**config.mk**
```make
export PLATFORM = sky130hd
export DESIGN_NAME = gcr_sector_enc
export DESIGN_NICKNAME = d
export VERILOG_FILES = /design/src/rtl/gcr_enc_pkg.sv /design/src/rtl/gcr_nib_xlat.sv /design/src/rtl/gcr_mix_acc.sv /design/src/rtl/gcr_sector_enc.sv
export SDC_FILE = /design/constraint.sdc
export NUM_CORES = 1
export LEC_CHECK = 0
export ABC_AREA = 1
export BUFFER_PORTS_ARGS = -buffer_cell sky130_fd_sc_hd__buf_4
export CORE_MARGIN = 4
export CORE_UTILIZATION = 64
export CTS_CLUSTER_DIAMETER = 80
export DETAILED_ROUTE_END_ITERATION = 8
export PLACE_DENSITY = 0.87
export SETUP_SLACK_MARGIN = 0.5
export SLEW_MARGIN = 10
export SYNTH_ARGS = -nofsm -noshare
export SYNTH_HDL_FRONTEND = slang
export SYNTH_SLANG_ARGS = --single-unit
export TNS_END_PERCENT = 50
```
**constraint.sdc**
```tcl
create_clock -name clk -period 15.8 [get_ports clk]
set_input_delay 0.79 -clock clk [delete_from_list [all_inputs] [get_ports clk]]
set_output_delay 0.79 -clock clk [all_outputs]
set_load 0.05 [all_outputs]
```
**src/rtl/gcr_enc_pkg.sv**
```systemverilog
package gcr_enc_pkg;

  typedef logic [7:0] gcr_tbl_t [64];

  typedef struct packed {
    logic [7:0] s0;
    logic [7:0] s1;
    logic [7:0] s2;
  } sums_t;

  typedef struct packed {
    logic [23:0] mixed;
    sums_t       nxt;
  } mix_t;

  // A code is disk-safe when the top bit is set, adjacent zeros occur at
  // most once and some adjacent pair of ones lies below bit 7.
  function automatic logic disk_safe(input logic [7:0] v);
    int   zpairs;
    logic ones;
    zpairs = 0;
    ones   = 1'b0;
    for (int i = 0; i < 7; i++) begin
      if (!v[i] && !v[i+1]) zpairs++;
      if (i < 6 && v[i] && v[i+1]) ones = 1'b1;
    end
    return v[7] && (zpairs <= 1) && ones;
  endfunction

  function automatic gcr_tbl_t build_tbl();
    gcr_tbl_t t;
    int       n;
    n = 0;
    for (int i = 0; i < 64; i++) t[i] = 8'hFF;
    for (int v = 128; v < 256; v++) begin
      if (n < 64 && disk_safe(v[7:0])) begin
        t[n] = v[7:0];
        n++;
      end
    end
    return t;
  endfunction

  // One group step: mix against the old sums, then chain the carries.
  function automatic mix_t mix_group(input sums_t c, input logic [23:0] b);
    mix_t       m;
    logic       r;
    logic [7:0] c2r;
    logic [8:0] t0, t1, t2;
    r   = c.s2[7];
    c2r = {c.s2[6:0], c.s2[7]};
    t0  = {1'b0, c.s0} + {1'b0, b[23:16]} + {8'd0, r};
    t1  = {1'b0, c.s1} + {1'b0, b[15:8]}  + {8'd0, t0[8]};
    t2  = {1'b0, c2r}  + {1'b0, b[7:0]}   + {8'd0, t1[8]};
    m.mixed = {b[23:16] ^ c.s0, b[15:8] ^ c.s1, b[7:0] ^ c2r};
    m.nxt   = '{s0: t0[7:0], s1: t1[7:0], s2: t2[7:0]};
    return m;
  endfunction

  // Nibble 0 packs the top bit pairs; nibbles 1..3 carry the low six bits.
  function automatic logic [5:0] pack_nib(input logic [23:0] w, input logic [1:0] pos);
    unique case (pos)
      2'd0:    return {w[23:22], w[15:14], w[7:6]};
      2'd1:    return w[21:16];
      2'd2:    return w[13:8];
      default: return w[5:0];
    endcase
  endfunction

endpackage

```
**src/rtl/gcr_nib_xlat.sv**
```systemverilog
module gcr_nib_xlat
  import gcr_enc_pkg::*;
(
  input  logic [5:0] nib,
  output logic [7:0] code
);
  localparam gcr_tbl_t TBL = build_tbl();

  assign code = TBL[nib];


  always_comb begin
    code_msb_chk: assert (code[7] == 1'b1);
  end
endmodule

```
**src/rtl/gcr_mix_acc.sv**
```systemverilog
module gcr_mix_acc
  import gcr_enc_pkg::*;
(
  input  logic        clk,
  input  logic        rst_n,
  input  logic        clear,
  input  logic        advance,
  input  logic [23:0] grp_in,
  output logic [23:0] mixed_out,
  output logic [23:0] sums_out
);
  sums_t acc;
  mix_t  step;

  assign step      = mix_group(acc, grp_in);
  assign mixed_out = step.mixed;
  assign sums_out  = acc;

  always_ff @(posedge clk) begin
    if (!rst_n)       acc <= '0;
    else if (clear)   acc <= '0;
    else if (advance) acc <= step.nxt;
  end


  sum_clear_chk: assert property (@(posedge clk) disable iff (!rst_n)
    clear |=> (sums_out == 24'd0));


  sum_hold_chk: assert property (@(posedge clk) disable iff (!rst_n)
    (!clear && !advance) |=> $stable(sums_out));
endmodule

```
**src/rtl/gcr_sector_enc.sv**
```systemverilog
module gcr_sector_enc
  import gcr_enc_pkg::*;
#(
  parameter int SECTOR_BYTES = 512,
  parameter int LEAD_SYNC    = 16,
  parameter int GAP_SYNC     = 6,
  localparam int GROUPS      = (SECTOR_BYTES + 2) / 3,
  localparam int AW          = (GROUPS > 1) ? $clog2(GROUPS) : 1
) (
  input  logic          clk,
  input  logic          rst_n,
  input  logic          start,
  input  logic [5:0]    trk_field,
  input  logic [5:0]    sec_field,
  input  logic [5:0]    side_field,
  input  logic [5:0]    fmt_field,
  output logic [AW-1:0] rd_addr,
  input  logic [23:0]   rd_word,
  output logic [7:0]    out_byte,
  output logic          out_valid,
  input  logic          out_ready,
  output logic          done
);
  localparam int CNT_W = $clog2(LEAD_SYNC + GAP_SYNC + 8);

  typedef enum logic [3:0] {
    PH_IDLE, PH_LEAD, PH_AMARK, PH_AFIELD, PH_ATRAIL, PH_GAP,
    PH_DHEAD, PH_DSEC, PH_DPAY, PH_DSUM, PH_DTRAIL
  } ph_t;

  ph_t              ph, nxt_ph;
  logic [CNT_W-1:0] idx;
  logic [1:0]       pos;
  logic [AW-1:0]    grp;
  logic [5:0]       f_trk, f_sec, f_side, f_fmt;
  logic             last_byte, fire, start_acc, grp_end;
  logic             coded;
  logic [5:0]       nib;
  logic [7:0]       lit, code;
  logic [23:0]      grp_bytes, mixed, sums;

  assign out_valid = (ph != PH_IDLE);
  assign fire      = out_valid && out_ready;
  assign start_acc = (ph == PH_IDLE) && start;
  assign grp_end   = fire && (ph == PH_DPAY) && (pos == 2'd3);
  assign rd_addr   = grp;

  // Lanes past the end of the sector read as zero.
  for (genvar k = 0; k < 3; k++) begin : g_lane
    logic lane_ok;
    assign lane_ok = (32'(grp) * 32'd3 + 32'(k)) < 32'(SECTOR_BYTES);
    assign grp_bytes[23-8*k -: 8] = lane_ok ? rd_word[23-8*k -: 8] : 8'h00;
  end

  gcr_mix_acc u_mix (
    .clk      (clk),
    .rst_n    (rst_n),
    .clear    (start_acc),
    .advance  (grp_end),
    .grp_in   (grp_bytes),
    .mixed_out(mixed),
    .sums_out (sums)
  );

  gcr_nib_xlat u_xlat (
    .nib (nib),
    .code(code)
  );

  always_comb begin
    last_byte = 1'b0;
    nxt_ph    = PH_IDLE;
    unique case (ph)
      PH_LEAD:   begin last_byte = (idx == CNT_W'(LEAD_SYNC - 1)); nxt_ph = PH_AMARK;  end
      PH_AMARK:  begin last_byte = (idx == CNT_W'(2));             nxt_ph = PH_AFIELD; end
      PH_AFIELD: begin last_byte = (idx == CNT_W'(4));             nxt_ph = PH_ATRAIL; end
      PH_ATRAIL: begin last_byte = (idx == CNT_W'(2));             nxt_ph = PH_GAP;    end
      PH_GAP:    begin last_byte = (idx == CNT_W'(GAP_SYNC - 1));  nxt_ph = PH_DHEAD;  end
      PH_DHEAD:  begin last_byte = (idx == CNT_W'(2));             nxt_ph = PH_DSEC;   end
      PH_DSEC:   begin last_byte = 1'b1;                           nxt_ph = PH_DPAY;   end
      PH_DPAY:   begin
        last_byte = (grp == AW'(GROUPS - 1)) && (pos == 2'd3);
        nxt_ph    = PH_DSUM;
      end
      PH_DSUM:   begin last_byte = (pos == 2'd3);                  nxt_ph = PH_DTRAIL; end
      PH_DTRAIL: begin last_byte = (idx == CNT_W'(2));             nxt_ph = PH_IDLE;   end
      default:   begin last_byte = 1'b0;                           nxt_ph = PH_IDLE;   end
    endcase
  end

  always_comb begin
    coded = 1'b0;
    nib   = 6'd0;
    lit   = 8'hFF;
    unique case (ph)
      PH_AMARK, PH_DHEAD: begin
        unique case (idx[1:0])
          2'd0:    lit = 8'hD5;
          2'd1:    lit = 8'hAA;
          default: lit = (ph == PH_AMARK) ? 8'h96 : 8'hAD;
        endcase
      end
      PH_ATRAIL, PH_DTRAIL: begin
        unique case (idx[1:0])
          2'd0:    lit = 8'hDE;
          2'd1:    lit = 8'hAA;
          default: lit = 8'hFF;
        endcase
      end
      PH_AFIELD: begin
        coded = 1'b1;
        unique case (idx[2:0])
          3'd0:    nib = f_trk;
          3'd1:    nib = f_sec;
          3'd2:    nib = f_side;
          3'd3:    nib = f_fmt;
          default: nib = f_trk ^ f_sec ^ f_side ^ f_fmt;
        endcase
      end
      PH_DSEC: begin coded = 1'b1; nib = f_sec;                end
      PH_DPAY: begin coded = 1'b1; nib = pack_nib(mixed, pos); end
      PH_DSUM: begin coded = 1'b1; nib = pack_nib(sums, pos);  end
      default: lit = 8'hFF;
    endcase
  end

  assign out_byte = coded ? code : lit;

  always_ff @(posedge clk) begin
    if (!rst_n) begin
      ph     <= PH_IDLE;
      idx    <= '0;
      pos    <= '0;
      grp    <= '0;
      done   <= 1'b0;
      f_trk  <= '0;
      f_sec  <= '0;
      f_side <= '0;
      f_fmt  <= '0;
    end else begin
      done <= 1'b0;
      if (start_acc) begin
        ph     <= PH_LEAD;
        idx    <= '0;
        pos    <= '0;
        grp    <= '0;
        f_trk  <= trk_field;
        f_sec  <= sec_field;
        f_side <= side_field;
        f_fmt  <= fmt_field;
      end else if (fire) begin
        if (ph == PH_DPAY || ph == PH_DSUM) pos <= pos + 2'd1;
        if (grp_end && !last_byte) grp <= grp + AW'(1);
        if (last_byte) begin
          ph  <= nxt_ph;
          idx <= '0;
          if (ph == PH_DTRAIL) done <= 1'b1;
        end else begin
          idx <= idx + CNT_W'(1);
        end
      end
    end
  end


  stall_hold_chk: assert property (@(posedge clk) disable iff (!rst_n)
    (out_valid && !out_ready) |=> (out_valid && $stable(out_byte)));


  busy_start_chk: assert property (@(posedge clk) disable iff (!rst_n)
    (ph == PH_LEAD && $past(ph) != PH_LEAD) |-> ($past(ph) == PH_IDLE));


  done_idle_chk: assert property (@(posedge clk) disable iff (!rst_n)
    done |-> (!out_valid && !$past(done)));


  addr_range_chk: assert property (@(posedge clk) disable iff (!rst_n)
    (ph == PH_DPAY) |-> (32'(rd_addr) < 32'(GROUPS)));


  coded_msb_chk: assert property (@(posedge clk) disable iff (!rst_n)
    (out_valid && coded) |-> out_byte[7]);
endmodule

```
=== Yosys cells after proc, flatten, opt, wreduce, memory -nomap -nowiden ===
Memory sizes are Yosys's and may differ from the RTL's.
Cells that the tools add are included.

* Bits in read-only memories: 512
* Memories kept: 1
* Output and inout bits: 18
* Bits in registers: 68
* Input bits: 52
* Word-level logic and storage cells: 109

{| class="wikitable"
|+ Memory list
! name !! words !! width !! read ports !! clocked after Yosys merged registers in !! write ports !! RTL line !! source
|-
| (no name shown) || 64 || 8 || 1 || 0 || 0 || gcr_nib_xlat.sv:9 || <nowiki>assign code = TBL[nib];</nowiki>
|}

* Reductions and logical operators: 25
* Equality and inequality tests: 22
* Bitwise gates (word level): 10
* Add/sub/neg operators: 11
* Mux-type cells: 22
* $lt $le $gt $ge: 4
* Multiply operators: 1

{| class="wikitable"
|+ Operators with widths
! kind !! count
|-
| two-way mux 8 bit || 6
|-
| one-hot mux 6 bit (4 select lines) || 2
|-
| one-hot mux 7 bit (2 select lines) || 3
|-
| one-hot mux 4 bit (9 select lines) || 1
|-
| one-hot mux 6 bit (3 select lines) || 2
|-
| XOR 8 bit || 3
|-
| < comparator 11 x 10 -> 1 bit (second input constant) || 2
|-
| adder 8 x 8 -> 9 bit || 2
|-
| adder 9 x 1 -> 9 bit || 2
|-
| XOR 6 bit || 3
|-
| equality test 4 x 3 -> 1 bit (second input constant) || 4
|-
| equality test 4 bit (second input constant) || 3
|-
| OR reduction 4 bit || 3
|-
| adder 10 x 1 -> 11 bit (second input constant) || 1
|-
| adder 10 x 2 -> 11 bit (second input constant) || 1
|-
| equality test 5 x 3 -> 1 bit (second input constant) || 2
|-
| < comparator 10 bit (second input constant) || 1
|-
| multiplier 8 x 2 -> 10 bit (second input constant) || 1
|-
| adder 8 x 1 -> 8 bit || 1
|-
| adder 8 x 1 -> 8 bit (second input constant) || 1
|-
| adder 8 bit || 1
|-
| equality test 4 x 2 -> 1 bit (second input constant) || 2
|-
| equality test 8 bit (second input constant) || 1
|-
| AND reduction 2 bit || 4
|-
| 25 further kinds || 43
|}

=== Depth between registers and ports, before layout ===
Gate-level depths: netlist of the first run.

* Word-level depth: 12
* Mapped depth: 39
* Gate-level depth less buffers: 39

=== Hierarchy ===
A second synthesis of the first run with hierarchy kept.

* Cells, all modules: 1,043
* Area total of the unflattened synthesis: 6,616.3 um^2

{| class="wikitable"
|+ Modules (own cells, without submodules)
! module !! cells an instance !! area an instance (um^2) !! times used !! seq. area each (um^2)
|-
| gcr_sector_enc || 596 || 3,798.6 || 1 || 880.8
|-
| gcr_mix_acc || 320 || 2,190.9 || 1 || 480.5
|-
| gcr_nib_xlat || 127 || 626.9 || 1 || 0.0
|}

=== Worst setup path after synthesis of the first run ===
Ideal clock, no wire load.

* Path kind: reg2reg
* Start point: register grp[1], in the netlist rd_addr[1]
* End point: register u_mix.acc, in the netlist u_mix.sums_out[6]
* Library setup time: 115 ps
* Clock period less this slack: 6,501 ps
* Required time: 15,685 ps
* Cell stages (with the launch flop): 40
* Arrival: 6,385 ps
* Setup slack: 9,299 ps
* Path buffers: 0
* Cells stage by stage: dfxtp_1 ha_1 inv_1 fa_1 inv_1 nand2_1 nand2_1 nand3_1 nand2_1 a21oi_1 nand2_1 fa_1 inv_1 fa_1 a21oi_1 o21bai_1 a21oi_1 nor2_1 [... 4 more ...] fa_1 a21oi_1 o21bai_1 a21oi_1 nor2_1 nor2_1 o21ai_0 a21o_1 fa_1 fa_1 nand3_1 and2_1 inv_1 a21oi_1 o21ai_0 xor2_1 o21ai_0 inv_1

* Cells in the longest elaborated chain, start to end: 7
* Elaborated cells on any way between the ends: 15
* Classes of those cells: add/sub: 8; mul: 1; order compare: 3; mux: 3

{| class="wikitable"
|+ Ends and longest elaborated chain
! item !! RTL line !! source
|-
| start, declared || gcr_sector_enc.sv:34 || <nowiki>logic [AW-1:0] grp;</nowiki>
|-
| start signal, assigned || gcr_sector_enc.sv:153 || <nowiki>if (grp_end && !last_byte) grp <= grp + AW'(1);</nowiki>
|-
| multiplier 8 x 2 -> 10 bit * || gcr_sector_enc.sv:51 || <nowiki>assign lane_ok = (32'(grp) * 32'd3 + 32'(k)) < 32'(SECTOR_BYTES);</nowiki>
|-
| adder 10 x 1 -> 11 bit / < comparator 10 bit (equally long branches) || gcr_sector_enc.sv:51 ||
|-
| < comparator 11 x 10 -> 1 bit / two-way mux 8 bit (equally long branches) || gcr_sector_enc.sv:51, gcr_sector_enc.sv:52 ||
|-
| two-way mux 8 bit / adder 8 x 8 -> 9 bit (equally long branches) || gcr_sector_enc.sv:52, gcr_enc_pkg.sv:52 ||
|-
| adder 8 x 8 -> 9 bit / adder 9 x 1 -> 9 bit (equally long branches) || gcr_enc_pkg.sv:53, gcr_enc_pkg.sv:52 ||
|-
| adder 9 x 1 -> 9 bit || gcr_enc_pkg.sv:53 || <nowiki>t1 = {1'b0, c.s1} + {1'b0, b[15:8]} + {8'd0, t0[8]};</nowiki>
|-
| adder 8 x 1 -> 8 bit * || gcr_enc_pkg.sv:54 || <nowiki>t2 = {1'b0, c2r} + {1'b0, b[7:0]} + {8'd0, t1[8]};</nowiki>
|-
| end signal, assigned || gcr_mix_acc.sv:22 || <nowiki>else if (advance) acc <= step.nxt;</nowiki>
|-
| end, declared || gcr_mix_acc.sv:12 || <nowiki>sums_t acc;</nowiki>
|}

Every way passes the cells marked *; elsewhere a longest branch is shown, timed or not.
A chain may end at the register's enable or synchronous reset.

=== Worst setup path in the final report of the first run ===
* Start point: register grp[0], in the netlist rd_addr[0]
* End point: register u_mix.acc, in the netlist u_mix.sums_out[6]

Same word-level chain as after synthesis.

==> results of run 1 <==
## state kept, by name (all words and copies together), names as in the netlist
| register | flops |
|---|---|
| done | 1 |
| f_fmt | 6 |
| f_sec | 6 |
| f_side | 6 |
| f_trk | 6 |
| idx | 5 |
| ph | 4 |
| pos | 2 |
| rd_addr | 8 |
| u_mix.sums_out | 24 |
## logic make-up (layout without fill, tap and decap cells)
| logic type | count (synthesis) | after routing | share of synthesized area (%) |
|---|---|---|---|
| xor+xnor | 33 | 33 | 4.953 |
| other cells | 1 | 1 | 0.06426 |
| simple gates | 313 | 313 | 22.75 |
| compound gates | 249 | 249 | 23.39 |
| flops | 68 | 68 | 23.33 |
| fa+ha+maj | 61 | 61 | 13.98 |
| buf+inv | 174 | 233 | 11.54 |
## worst min path at each step
stage,from,endpoint,slack [ns],cells after the start
after CTS,f_fmt[5]$_SDFFE_PN0P_,f_fmt[5]$_SDFFE_PN0P_,0.48,2
final,f_fmt[5]$_SDFFE_PN0P_,f_fmt[5]$_SDFFE_PN0P_,0.48,2
after global placement,f_fmt[5]$_SDFFE_PN0P_,f_fmt[5]$_SDFFE_PN0P_,0.46,2
after floorplan,f_fmt[4]$_SDFFE_PN0P_,f_fmt[4]$_SDFFE_PN0P_,0.45,2
after global routing,f_side[5]$_SDFFE_PN0P_,f_side[5]$_SDFFE_PN0P_,0.51,2
after detailed placement,f_fmt[5]$_SDFFE_PN0P_,f_fmt[5]$_SDFFE_PN0P_,0.47,2
## metrics by stage
stage	instance area [sq um]	instances	total power [mW]	worst slack [ns]
2_1_floorplan	5836	899	0.2175	9.299
3_3_place_gp	6375	1050	0.2344	9.236
3_5_place_dp	6375	1050	0.2366	9.120
4_1_cts	6599	1066	0.4016	9.109
5_1_grt	6599	1066	0.4171	8.372
6_report	6599	1066	0.4022	9.047
## cells in the mapped netlist (9+ instances only)
cell type  number
nand2_1       137
a21oi_1        97
inv_1         139
nor2_1        107
clkbuf_1       16
ha_1           54
o21ai_0        99
nor3_1          9
xnor2_1         9
dfxtp_1        68
xor2_1         24
a31oi_1         9
nand3_1        33
## per-layer routing
layer | vias up | global-route usage [%] | wire length, um
li1 | 3052 | - | -
met5 | - | 0 | 0
met3 | 37 | 3.622 | 1236
met4 | 0 | 10.06 | 343
met1 | 2825 | 42.72 | 6984
met2 | 297 | 50.39 | 7431
## worst register-to-register path: cells and delay by family, from the launching register on
| family | cells | cell delay [ns] |
|---|---|---|
| xor+xnor | 1 | 0.14 |
| flops | 1 | 0.43 |
| fa+ha+maj | 7 | 2.70 |
| buf+inv | 5 | 0.52 |
| compound gates | 14 | 1.82 |
| simple gates | 11 | 1.03 |
## area by class of cell
| cell class | instances | share of cell area, % |
|---|---|---|
| repair buffers | 70 | 7.964 |
| clock buffers | 10 | 2.086 |
| clock inverters | 6 | 1.308 |
| multi-input cells | 657 | 57.60 |
| inverters | 147 | 8.362 |
| flip-flops and latches | 68 | 20.63 |
| well taps | 108 | 2.048 |
## report_power, final
part | switching [mW] | leakage (nW) | internal, mW | total, mW
Combinational | 0.0290 | 2.58 | 0.0222 | 0.0512
Sequential | 0.00554 | 0.554 | 0.177 | 0.183
Clock | 0.0752 | 0.113 | 0.0932 | 0.168
## cell usage in the layout (no fill, tap or decap), types with 3 or more instances in the layout
| master | instances |
|---|---|
| dfxtp_1 | 68 |
| a221oi_1 | 7 |
| inv_1 | 139 |
| nor2_1 | 107 |
| clkbuf_8 | 10 |
| inv_2 | 7 |
| o22ai_1 | 8 |
| fa_1 | 7 |
| o211ai_1 | 8 |
| xnor2_1 | 9 |
| o21ai_0 | 99 |
| o21bai_1 | 3 |
| nand3_1 | 33 |
| nor3_1 | 9 |
| xor2_1 | 24 |
| a31oi_1 | 9 |
| a211oi_1 | 6 |
| buf_4 | 70 |
| o21ai_1 | 3 |
| a21oi_1 | 97 |
| ha_1 | 54 |
| nand4_1 | 7 |
| nor2_4 | 3 |
| nor2_2 | 4 |
| nand2_1 | 137 |
==> results.py, run 1 <==
metrics = {
    "worst_setup_path": {
        "critPathMaxStageDelay_ns": 0.44,
        "worst_path_max_delay_cell": "fa_1",
        "arrival_ns": 7.01,
        "regToRegSetupSlack_ns": 9.05,
        "cp-start-kind": "register",
        "crit_end": "u_mix.sums_out[6]$_SDFFE_PP0P_",
        "timing.rr.start": "rd_addr[0]$_SDFFE_PP0P_",
        "critPathLaunch": "rd_addr[0]$_SDFFE_PP0P_",
        "r2r_end": "u_mix.sums_out[6]$_SDFFE_PP0P_",
        "cp-end-kind": "register",
        "r2r_cells": 38,
        "worstSetupPathType": "register to register",
        "worstSetupPathDepth": 38,
        "worstPathRequired_ns": 16.06,
        "path_buf_inv": 5,
        "critPathTopFamily": "adder cells",
        "path_max_fanout": 8,
    },
    "cells_and_area": {
        "nNetsFinal": 1066,
        "regArea_sq_um": 1361,
        "fin_util_pct": 74.94,
        "fillCellCount": 705,
        "drive_gt1_share_pct": 11.38,
        "multiInputGateArea_sq_um": 3801,
        "n_antenna_cell": 0,
        "syn_to_final_growth_pct": 13.08,
    },
    "timing": {
        "rsz0062_at_grt": "no",
        "setup_viol": 0,
        "setup_tns_ns": 0,
        "worst_pin_slew_ns": 0.9240,
        "hold_viol_final": 0,
        "drv_slew": 0,
        "slew_headroom_pct": 38.33,
        "clock_skew_ns": 0.004187,
        "worst_hold_slack_ns": 0.4771,
        "max_freq_mhz": 148.1,
        "finalCritPeriodShare_pct": 42.74,
        "fin_crit_ns": 6.753,
    },
    "global_routing": {
        "antenna_found_initial": 0,
        "grt_max_degree": 51,
        "grt_overflow": 0,
        "track_usage_pct": 30.94,
        "grt_pass1_vias": 5772,
        "grt_pass1_wl_um": 26650,
    },
    "clock_tree": {
        "cts_resized": 0,
        "cts_tree": "done",
        "cts_setup_buffers": 0,
        "clkTransAtPathRegs_ns": 0.08,
        "cts_buffer_depth": 2,
        "cts.sinks": 68,
        "h-tree-depth": 3,
        "clock_latency_ns": 0.36,
        "root_buffer": "clkbuf_8",
        "cts_inserted_buffers": 9,
        "hold_buffers": 0,
    },
    "detailed_routing": {
        "first_pass_iters": 5,
        "vias": 6211,
        "first_iter_violations": 488,
        "drc": 0,
        "avgRoutedWirePerCell_um": 15.01,
        "wirelength_um": 16000,
        "avgViaCountPerCell": 5.826,
        "ant_nets": 0,
    },
    "floorplan": {
        "start_util_pct": 66.27,
        "dieArea_sq_um": 10710,
        "coreArea_sq_um": 8806,
        "die_x_um": 103.5,
        "pin_count": 70,
        "std_cell_rows": 34,
        "die_h_um": 103.5,
    },
    "flow_run": {
        "drv_cap": 0,
    },
    "yosys": {
        "synth.yosys.seq_area_share_pct": 23.33,
        "avgSynthCellArea_sq_um": 6.491,
        "synthTopCellsByArea": "dfxtp_1 23%, ha_1 12%, inv_1 8.9%, nand2_1 8.8%, o21ai_0 8.5%",
        "synth_cells": 899,
        "synth_ff_type": "dfxtp_1",
        "yosysTopAreaCell": "dfxtp_1",
        "synth_seq_cells": 68,
        "synth_top_cell_area_share_pct": 23.33,
        "synth_edf_count": 0,
        "async_flop_share_pct": 0,
        "synthesis.area_sq_um": 5836,
        "synthDistinctLibCells": 47,
        "synth.yosys.warnings": 0,
        "syn_nets": 1012,
    },
    "placed_design": {
        "dp_hpwl_um": 11970,
        "place.gp.congestion": 0.9311,
        "portBuffers": 68,
    },
    "pwr": {
        "power.density_nw_per_um2": 60.95,
        "p_leak_nw": 3.248,
        "ir_worst_vdd_v": 0.00006672,
    },
    "min_path": {
        "hp-class": "register to register",
    },
    "outcome": {
        "outcome": "finished clean",
    },
}
No activity file was read; power rests on OpenSTA's default activity.
==> run 2, diff against run 1 <==
- CORE_UTILIZATION: 64 -> 54
- PLACE_DENSITY: 0.87 -> 0.78
- clock period: 15.8 -> 5.59 ns (I/O delays scaled with it)
==> results.py, run 2 (synthesized netlist as in run 1, its figures left out) <==
metrics = {
    "global_routing": {
        "grt_max_degree": 51,
        "antenna_found_initial": 0,
        "busiest_layer": "met2",
        "track_usage_pct": 25.04,
        "grt_overflow": 0,
        "met3_usage_pct": 4.348,
        "grt_pass1_vias": 5758,
        "grt_use_met2_pct": 39.65,
        "grt_pass1_wl_um": 26410,
        "grt_use_met1_pct": 34.88,
    },
    "placed_design": {
        "place.gp.congestion": 0.9531,
        "pre_cts_slack_ns": -0.3140,
        "portBuffers": 68,
        "dp_hpwl_um": 11590,
    },
    "floorplan": {
        "die_x_um": 112.0,
        "pin_count": 70,
        "coreArea_sq_um": 10420,
        "dieArea_sq_um": 12530,
        "die_h_um": 112.0,
        "std_cell_rows": 37,
        "start_util_pct": 56.02,
    },
    "pwr": {
        "p_leak_nw": 3.790,
        "power.density_nw_per_um2": 142.1,
        "ir_worst_vdd_v": 0.0001811,
        "power_mw": 1.102,
    },
    "timing": {
        "drv_slew": 0,
        "worst_pin_slew_ns": 0.9370,
        "setup_viol": 8,
        "fin_crit_ns": 5.850,
        "max_freq_mhz": 170.9,
        "rsz0062_at_grt": "yes",
        "hold_viol_final": 0,
        "layout_setup_ws_ns": -0.2600,
        "clock_skew_ns": 0.01439,
        "finalCritPeriodShare_pct": 104.7,
        "slew_headroom_pct": 37.46,
        "setup_tns_ns": -1.147,
    },
    "worst_setup_path": {
        "cp-start-kind": "register",
        "arrival_ns": 6.11,
        "critPathTopFamily": "adder cells",
        "cp-end-kind": "register",
        "worstSetupPathType": "register to register",
        "critPathMaxStageDelay_ns": 0.37,
        "path_buf_inv": 5,
        "worst_path_max_delay_cell": "dfxtp_4",
        "crit_top_cell": "fa_2",
        "path_max_fanout": 3,
        "worstPathRequired_ns": 5.85,
    },
    "cells_and_area": {
        "largest_reg_flops": 24,
        "fin_util_pct": 74.46,
        "drive_gt1_share_pct": 27.87,
        "nNetsFinal": 1163,
        "syn_to_final_growth_pct": 32.91,
        "n_antenna_cell": 0,
        "layout_commonest_cell": "buf_4",
        "final_cell_mix": "157 x buf_4, 127 x inv_1, 123 x nand2_1",
    },
    "clock_tree": {
        "hold_buffers": 0,
        "cts_inserted_buffers": 9,
        "root_buffer": "clkbuf_8",
        "cts.sinks": 68,
        "h-tree-depth": 3,
        "cts_buffer_depth": 2,
        "clock_latency_ns": 0.36,
        "cts_tree": "done",
        "clkTransAtPathRegs_ns": 0.09,
    },
    "detailed_routing": {
        "ant_nets": 0,
        "first_pass_iters": 5,
        "first_iter_violations": 692,
        "avgRoutedWirePerCell_um": 14.80,
        "wirelength_um": 17630,
        "drc": 0,
        "avgViaCountPerCell": 5.500,
        "vias": 6551,
    },
    "outcome": {
        "violations": "negative setup slack",
        "outcome": "finished with violations",
    },
    "min_path": {
        "hp-class": "input port to register",
    },
    "flow_run": {
        "drv_cap": 0,
    },
}
## run 2: stage by stage
stage,cell area [sq um],hold slack (ns),instances
2_1_floorplan,5897,0.4179,899
3_3_place_gp,6704,0.4636,1109
3_5_place_dp,6704,0.4664,1109
4_1_cts,7086,0.1936,1141
5_1_grt,7756,0.2103,1191
6_report,7756,0.1962,1191
## run 2: area by class of cell
| class | instances | area, sq um |
|---|---|---|
| fillers | 811 | 2660 |
| flip-flops and latches | 68 | 1378 |
| repair buffers | 166 | 1292 |
| clock buffers | 9 | 123.9 |
| clock inverters | 7 | 81.33 |
| inverters | 147 | 571.8 |
| multi-input cells | 658 | 4139 |
| well taps | 136 | 170.2 |
## run 2: tightest hold or removal path: stages
cell	delay, ns
buf_4	0.07
o21ai_0	0.07
a21oi_1	0.10
## run 2: metal layers
layer,share of wire (%),up-vias,routed length (um)
met5,0,-,0
met4,2.9,0,514
met3,6.8,53,1192
met2,46,274,8155
met1,44,2975,7764
li1,-,3249,-
## run 2: what timing repair did
| item | 4_1_cts | 5_1_grt |
|---|---|---|
| pin swaps | 9 | 22 |
| buffers inserted | 16 | 49 |
| endpoints found under the setup margin | 14 | 15 |
| endpoints found under the hold margin | 0 | 0 |
| gates resized for setup | 21 | 85 |
| gates cloned | 0 | 1 |
## run 2: where the power goes
part | leakage, nW | internal (mW) | switching (mW)
sequential | 0.558 | 0.499 | 0.0149
clock | 0.101 | 0.212 | 0.222
combinational | 3.13 | 0.0682 | 0.0857
total | 3.79 | 0.779 | 0.323
## run 2: final timing paths
path                                                       end  slack (ns)               startpoint  cells past startpoint
worst max-delay path            u_mix.sums_out[6]$_SDFFE_PP0P_       -0.26  rd_addr[1]$_SDFFE_PP0P_                     39
worst min-delay path                     f_fmt[1]$_SDFFE_PN0P_        0.20             fmt_field[1]                      3
worst max register to register  u_mix.sums_out[6]$_SDFFE_PP0P_       -0.26  rd_addr[1]$_SDFFE_PP0P_                     39
worst min register to register           f_fmt[3]$_SDFFE_PN0P_        0.47    f_fmt[3]$_SDFFE_PN0P_                      2
